**config.mk**
```make
export PLATFORM = sky130hd
export DESIGN_NAME = exc_unstack_seq
export DESIGN_NICKNAME = d
export VERILOG_FILES = /design/src/rtl/unstk_pkg.sv /design/src/rtl/unstk_step_map.sv /design/src/rtl/unstk_fault_cls.sv /design/src/rtl/unstk_fsm.sv /design/src/rtl/exc_unstack_seq.sv
export SDC_FILE = /design/constraint.sdc
export NUM_CORES = 1
export LEC_CHECK = 0
export CAP_MARGIN = 40
export CORE_UTILIZATION = 42
export CTS_BUF_LIST = sky130_fd_sc_hd__clkbuf_4 sky130_fd_sc_hd__clkbuf_8
export DETAILED_ROUTE_END_ITERATION = 7
export HOLD_SLACK_MARGIN = 0.03
export MAX_ROUTING_LAYER = met4
export PLACE_DENSITY = 0.95
export SLEW_MARGIN = 20
export SYNTH_ARGS = -nofsm -noshare
export SYNTH_HDL_FRONTEND = slang
export SYNTH_SLANG_ARGS = --single-unit
```
**constraint.sdc**
```tcl
create_clock -name clk -period 8 [get_ports clk]
set_input_delay 1.6 -clock clk [delete_from_list [all_inputs] [get_ports clk]]
set_output_delay 1.6 -clock clk [all_outputs]
set_load 0.02 [all_outputs]
```
**src/rtl/unstk_pkg.sv**
```systemverilog
package unstk_pkg;
    localparam int AW          = 32;
    localparam int DW          = 32;
    localparam int IW          = 5;
    localparam int STD_WORDS   = 8;
    localparam int EXT_WORDS   = 8;
    localparam int MAX_STEPS   = STD_WORDS + EXT_WORDS;
    localparam int STEP_W      = $clog2(MAX_STEPS);
    localparam int SUB_W       = $clog2(STD_WORDS);
    localparam int EXT_FIRST_REG = 4;
    localparam logic [AW-1:0] EXT_FIRST_OFF = 32'h0000_0008;
    localparam logic [AW-1:0] EXT_SPAN      = 32'h0000_0028;
    localparam logic [IW-1:0] IDX_PSW       = 5'd16;

    typedef enum logic [1:0] {
        RSP_OK   = 2'b00,
        RSP_PROT = 2'b01,
        RSP_ATTR = 2'b10,
        RSP_BUS  = 2'b11
    } rsp_e;

    typedef enum logic [1:0] {
        EXC_SECURE = 2'd0,
        EXC_MEM    = 2'd1,
        EXC_BUS    = 2'd2
    } exc_e;

    typedef enum logic [2:0] {
        ST_IDLE,
        ST_REQ,
        ST_WAIT,
        ST_DONE,
        ST_CHAIN
    } st_e;

    typedef struct packed {
        logic secure;
        logic user;
    } acc_ctx_t;

    typedef struct packed {
        logic pend;
        exc_e exc;
        logic exc_secure;
        logic attr_viol;
        logic addr_valid;
        logic addr_we;
        logic mm_err;
        logic mm_bank;
        logic bus_err;
    } fault_t;

    // Destination code for word k of the standard frame.
    function automatic logic [IW-1:0] std_dest(input logic [SUB_W-1:0] k);
        logic [IW-1:0] d;
        case (k)
            3'd4:    d = 5'd12;
            3'd5:    d = 5'd14;
            3'd6:    d = 5'd15;
            3'd7:    d = IDX_PSW;
            default: d = IW'(k);
        endcase
        return d;
    endfunction
endpackage

```
**src/rtl/unstk_step_map.sv**
```systemverilog
module unstk_step_map
    import unstk_pkg::*;
(
    input  logic [STEP_W-1:0] step,
    input  logic              ext,
    input  logic [AW-1:0]     base,
    output logic [AW-1:0]     addr,
    output logic [IW-1:0]     dest,
    output logic              last
);
    logic              in_ext;
    logic [SUB_W-1:0]  k;
    logic [AW-1:0]     off;

    always_comb begin
        k      = step[SUB_W-1:0];
        in_ext = ext && (step < STEP_W'(EXT_WORDS));
        off    = {{(AW-SUB_W-2){1'b0}}, k, 2'b00};
        if (in_ext) begin
            addr = base + EXT_FIRST_OFF + off;
            dest = IW'(EXT_FIRST_REG) + IW'(k);
            last = 1'b0;
        end else begin
            addr = base + (ext ? EXT_SPAN : '0) + off;
            dest = std_dest(k);
            last = (k == SUB_W'(STD_WORDS - 1));
        end
    end
endmodule

```
**src/rtl/unstk_fault_cls.sv**
```systemverilog
module unstk_fault_cls
    import unstk_pkg::*;
(
    input  logic [1:0] status,
    input  logic       take,
    input  logic       secure,
    output fault_t     flt
);
    always_comb begin
        flt = '0;
        if (take) begin
            case (rsp_e'(status))
                RSP_ATTR: begin
                    flt.pend       = 1'b1;
                    flt.exc        = EXC_SECURE;
                    flt.exc_secure = 1'b0;
                    flt.attr_viol  = 1'b1;
                    flt.addr_valid = 1'b1;
                    flt.addr_we    = 1'b1;
                end
                RSP_PROT: begin
                    flt.pend       = 1'b1;
                    flt.exc        = EXC_MEM;
                    flt.exc_secure = secure;
                    flt.mm_err     = 1'b1;
                    flt.mm_bank    = secure;
                end
                RSP_BUS: begin
                    flt.pend       = 1'b1;
                    flt.exc        = EXC_BUS;
                    flt.exc_secure = 1'b0;
                    flt.bus_err    = 1'b1;
                end
                default: flt = '0;
            endcase
        end
    end
endmodule

```
**src/rtl/unstk_fsm.sv**
```systemverilog
module unstk_fsm
    import unstk_pkg::*;
(
    input  logic              clk,
    input  logic              rst,
    input  logic              start,
    input  logic              req_ready,
    input  logic              rsp_valid,
    input  logic              fault,
    input  logic              last,
    output st_e               state,
    output logic [STEP_W-1:0] step,
    output logic              accept,
    output logic              take
);
    assign accept = (state == ST_IDLE) && start;
    assign take   = (state == ST_WAIT) && rsp_valid;

    always_ff @(posedge clk) begin
        if (rst) begin
            state <= ST_IDLE;
            step  <= '0;
        end else begin
            case (state)
                ST_IDLE: if (start) begin
                    state <= ST_REQ;
                    step  <= '0;
                end
                ST_REQ: if (req_ready) state <= ST_WAIT;
                ST_WAIT: if (rsp_valid) begin
                    if (fault)     state <= ST_CHAIN;
                    else if (last) state <= ST_DONE;
                    else begin
                        state <= ST_REQ;
                        step  <= step + 1'b1;
                    end
                end
                ST_DONE:  state <= ST_IDLE;
                ST_CHAIN: state <= ST_IDLE;
                default:  state <= ST_IDLE;
            endcase
        end
    end
endmodule

```
**src/rtl/exc_unstack_seq.sv**
```systemverilog
module exc_unstack_seq
    import unstk_pkg::*;
(
    input  logic          clk,
    input  logic          rst,
    input  logic          start,
    input  logic [31:0]   frame_base,
    input  logic          ext_ctx,
    input  logic          tgt_secure,
    input  logic          to_thread,
    output logic          busy,
    output logic          req_valid,
    input  logic          req_ready,
    output logic [31:0]   req_addr,
    output logic          req_secure,
    output logic          req_user,
    input  logic          rsp_valid,
    input  logic [1:0]    rsp_status,
    input  logic [31:0]   rsp_data,
    output logic          rf_we,
    output logic [4:0]    rf_idx,
    output logic [31:0]   rf_data,
    output logic          pend_valid,
    output logic [1:0]    pend_exc,
    output logic          pend_secure,
    output logic          attr_viol_set,
    output logic          fault_addr_valid_set,
    output logic          fault_addr_we,
    output logic [31:0]   fault_addr,
    output logic          mm_unstk_set,
    output logic          mm_unstk_bank,
    output logic          bus_unstk_set,
    output logic          return_done,
    output logic          tailchain_req
);
    st_e               state;
    logic [STEP_W-1:0] step;
    logic              accept, take, last;
    logic [AW-1:0]     base_q;
    logic              ext_q;
    acc_ctx_t          ctx_q;
    logic [AW-1:0]     cur_addr;
    logic [IW-1:0]     cur_dest;
    fault_t            flt;

    always_ff @(posedge clk) begin
        if (rst) begin
            base_q <= '0;
            ext_q  <= 1'b0;
            ctx_q  <= '0;
        end else if (accept) begin
            base_q       <= frame_base;
            ext_q        <= ext_ctx;
            ctx_q.secure <= tgt_secure;
            ctx_q.user   <= to_thread;
        end
    end

    unstk_fsm u_fsm (
        .clk       (clk),
        .rst       (rst),
        .start     (start),
        .req_ready (req_ready),
        .rsp_valid (rsp_valid),
        .fault     (flt.pend),
        .last      (last),
        .state     (state),
        .step      (step),
        .accept    (accept),
        .take      (take)
    );

    unstk_step_map u_map (
        .step (step),
        .ext  (ext_q),
        .base (base_q),
        .addr (cur_addr),
        .dest (cur_dest),
        .last (last)
    );

    unstk_fault_cls u_cls (
        .status (rsp_status),
        .take   (take),
        .secure (ctx_q.secure),
        .flt    (flt)
    );

    assign busy       = (state != ST_IDLE);
    assign req_valid  = (state == ST_REQ);
    assign req_addr   = cur_addr;
    assign req_secure = ctx_q.secure;
    assign req_user   = ctx_q.user;

    assign rf_we   = take && !flt.pend;
    assign rf_idx  = cur_dest;
    assign rf_data = rsp_data;

    assign pend_valid           = flt.pend;
    assign pend_exc             = flt.exc;
    assign pend_secure          = flt.exc_secure;
    assign attr_viol_set        = flt.attr_viol;
    assign fault_addr_valid_set = flt.addr_valid;
    assign fault_addr_we        = flt.addr_we;
    assign fault_addr           = cur_addr;
    assign mm_unstk_set         = flt.mm_err;
    assign mm_unstk_bank        = flt.mm_bank;
    assign bus_unstk_set        = flt.bus_err;

    assign return_done   = (state == ST_DONE);
    assign tailchain_req = (state == ST_CHAIN);
endmodule

```
==> impl_metrics.tcl <==
set metrics [dict create \
    status "finished, final reports clean" \
    async_reset_ff_share_pct 0 \
    yosysSeqAreaShare_pct 25.8 \
    cp_common_cell "fa_1" \
    cts_tree "yes" \
    place_ws_ns 2.88 \
    yosys.area.top_type "dfxtp_1" \
    antenna_left 0 \
    synth_seq_cells 42 \
    synth_cells 430 \
    die_w_um 90.1 \
    drv_slew 0 \
    finClkSkew_ns 0.0104 \
    crit_chain "fa_1 -> ha_1 -> fa_1 -> a211oi_4 -> o32ai_4 -> nand4_4 -> nor3_2 -> xor2_1 -> clkdlybuf4s50_1" \
    num_vias 2993 \
    n_antenna_cell 0 \
    regToRegStartpoint "u_fsm.state[1]" \
    grt_usage_pct 20.4 \
    hpwl_mm 6.37 \
    synth_top_area_share_pct 25.8 \
    finalHoldViolations 0 \
    start_kind "flip-flop" \
    post_cts_buffers 0 \
    ctsResizeCount 0 \
    relSlewSlack_pct 52.2 \
    first_iter_violations 89 \
    worst-path-max-fanout 7 \
    leakage_nw 1.61 \
    worst_path_max_delay_cell "clkdlybuf4s50_1" \
    grt_pass1_vias 2964 \
    clkSlewWorstSetupHoldPaths_ns 0.09 \
    ir_drop_uv 57.8 \
    finalSetupTns_ns 0 \
    area_delta_synth_final_pct 28.0 \
    rsz0062_at_grt "no" \
    fp-row-count 31 \
    die_h_um 90.1 \
    synth_area_mm2 0.00326 \
    drc 0 \
    port_buffers 127 \
    worstPathRequired_ns 6.40 \
    worst_pin_slew_ns 0.716 \
    min-delay-start "base_q[26]" \
    antenna_found_initial 0 \
    critPathMaxStageDelay_ns 0.65 \
    avgSynthCellArea_um2 7.59 \
    cts_sinks 42 \
    ys.flop_type "dfxtp_1" \
    drive_gt1_share_pct 4.78 \
    root_buffer "clkbuf_8" \
    ios 192 \
    initial_utilization_pct 44.3 \
    postCtsHoldBufs 0 \
    viasPerCell 5.16 \
    power.density_mw_per_mm2 133 \
    clkLatencyLatePin_ns 0.29 \
    critPathCaptureType "primary output" \
    critPathKind "reg2out" \
    fin_nets 573 \
    crit_path_start "u_fsm.step[1]" \
    hp-class "reg2reg" \
    grt_pass1_wl_mm 13.4 \
    syn-num-nets 523 \
    fmax_mhz 190 \
    yosysWarnings 0 \
    maxCapViolCount 0 \
    htreeDepth 2 \
    clk_path_buf_depth 2 \
    grt_max_degree 43 \
    period_needed_ns 5.27 \
    fin_ws_ns 2.73 \
    synth.distinct_cells 46 \
    grt_overflow 0 \
    core_mm2 0.00737 \
    synth-edff-count 0 \
    die_area_mm2 0.00813 \
    drt_wl_total_mm 8.11 \
    firstDrtPassIters 5 \
    synth_area_leaders "dfxtp_1 (26%), buf_4 (16%), nand2_1 (11%), a21oi_1 (7.2%), ha_1 (6.1%)" \
    wl_per_cell_um 14.0 \
    numCtsBuffers 5 \
    setup_viol 0 \
    crit_arrival_ns 3.67 \
    finalCritPeriodShare_pct 65.8 \
    place.gp.congestion 0.810 \
]
## worst max-delay path: cells and delay by family (launching register included)
kind | cells | cell delay, ns
xor+xnor | 1 | 0.24
simple gates | 2 | 0.45
buf+inv | 1 | 0.65
compound gates | 2 | 0.57
flops | 1 | 0.40
fa+ha+maj | 3 | 1.05
## cell usage after synthesis (all sizes together), types with 7 or more instances
| cell type | number |
|---|---|
| a21oi | 47 |
| xor2 | 18 |
| nand4 | 7 |
| o21ai | 7 |
| nand3 | 8 |
| xnor2 | 11 |
| clkbuf | 11 |
| nor3 | 11 |
| nor3b | 7 |
| inv | 11 |
| nor2 | 21 |
| buf | 76 |
| nand2 | 96 |
| ha | 16 |
| dfxtp | 42 |
## state kept, by name, indices dropped and copies added, names as in the netlist
register	flops
req_secure	1
u_fsm.step	4
u_fsm.state	3
ext_q	1
base_q	32
req_user	1
## kinds of logic (layout without fill, tap and decap cells)
logic type	Yosys count	count (layout)	synth area share (%)
adder cells (fa/ha/maj)	19	19	7.98
flip-flops	42	42	25.8
XOR/XNOR	29	29	7.78
AO/OA/AOI/OAI	70	70	13.1
buffers and inverters	98	149	19.6
AND/OR/NAND/NOR	171	171	25.4
multiplexers	1	1	0.345
## stage by stage
stage | total power, W | hold slack (ns) | std cells | instance area [um2] | util [%]
global route | 0.000583 | 0.491 | 580 | 4180 | 56.7
floorplan | 0.000369 | 0.436 | 430 | 3260 | -
CTS | 0.000560 | 0.464 | 580 | 4180 | 56.7
global placement | 0.000410 | 0.447 | 571 | 4070 | 55.3
finish | 0.000556 | 0.460 | 580 | 4180 | 56.7
detailed placement | 0.000416 | 0.452 | 572 | 4080 | 55.4
## worst paths after layout
check | endpoint | slack, ns | cells after the start
max | fault_addr[31] | 2.73 | 9
min | base_q[26] | 0.46 | 2
max reg2reg | u_fsm.step[0] | 5.76 | 6
min reg2reg | base_q[26] | 0.46 | 2
## area by class of cell
class	count	area [um2]
Inverter	11	41.3
Timing Repair Buffer	130	1290
Fill cell	698	3190
Multi-Input combinational cell	290	1780
Tap cell	99	124
Clock inverter	1	5.00
Clock buffer	7	90.1
Sequential cell	42	841
## metal layers
| layer | vias up | part of all wire [%] | track usage, % |
|---|---|---|---|
| li1 | 1466 | - | - |
| met1 | 1379 | 40 | 21.2 |
| met2 | 120 | 52 | 38.4 |
| met3 | 28 | 6.2 | 3.21 |
| met4 | 0 | 1.8 | 7.53 |
| met5 | - | 0 | - |
## report_power, final
group | leakage, nW | total (W) | internal (W) | switching, W
Sequential | 0.344 | 0.000237 | 0.000222 | 0.0000156
Clock | 0.0517 | 0.000146 | 0.0000731 | 0.0000732
Combinational | 1.21 | 0.000173 | 0.0000831 | 0.0000895
## placed cells by master (no fill, tap or decap), drive strengths merged, types with 7 or more instances in the layout
cell type / synthesis / final
a21oi: 47 / 47
clkbuf: 11 / 7
clkdlybuf4s50: 0 / 127
dfxtp: 42 / 42
ha: 16 / 16
inv: 11 / 11
nand2: 96 / 96
nand3: 8 / 8
nand4: 7 / 7
nor2: 21 / 21
nor3: 11 / 11
nor3b: 7 / 7
o21ai: 7 / 7
xnor2: 11 / 11
xor2: 18 / 18
(Power assumes the default switching activity.)
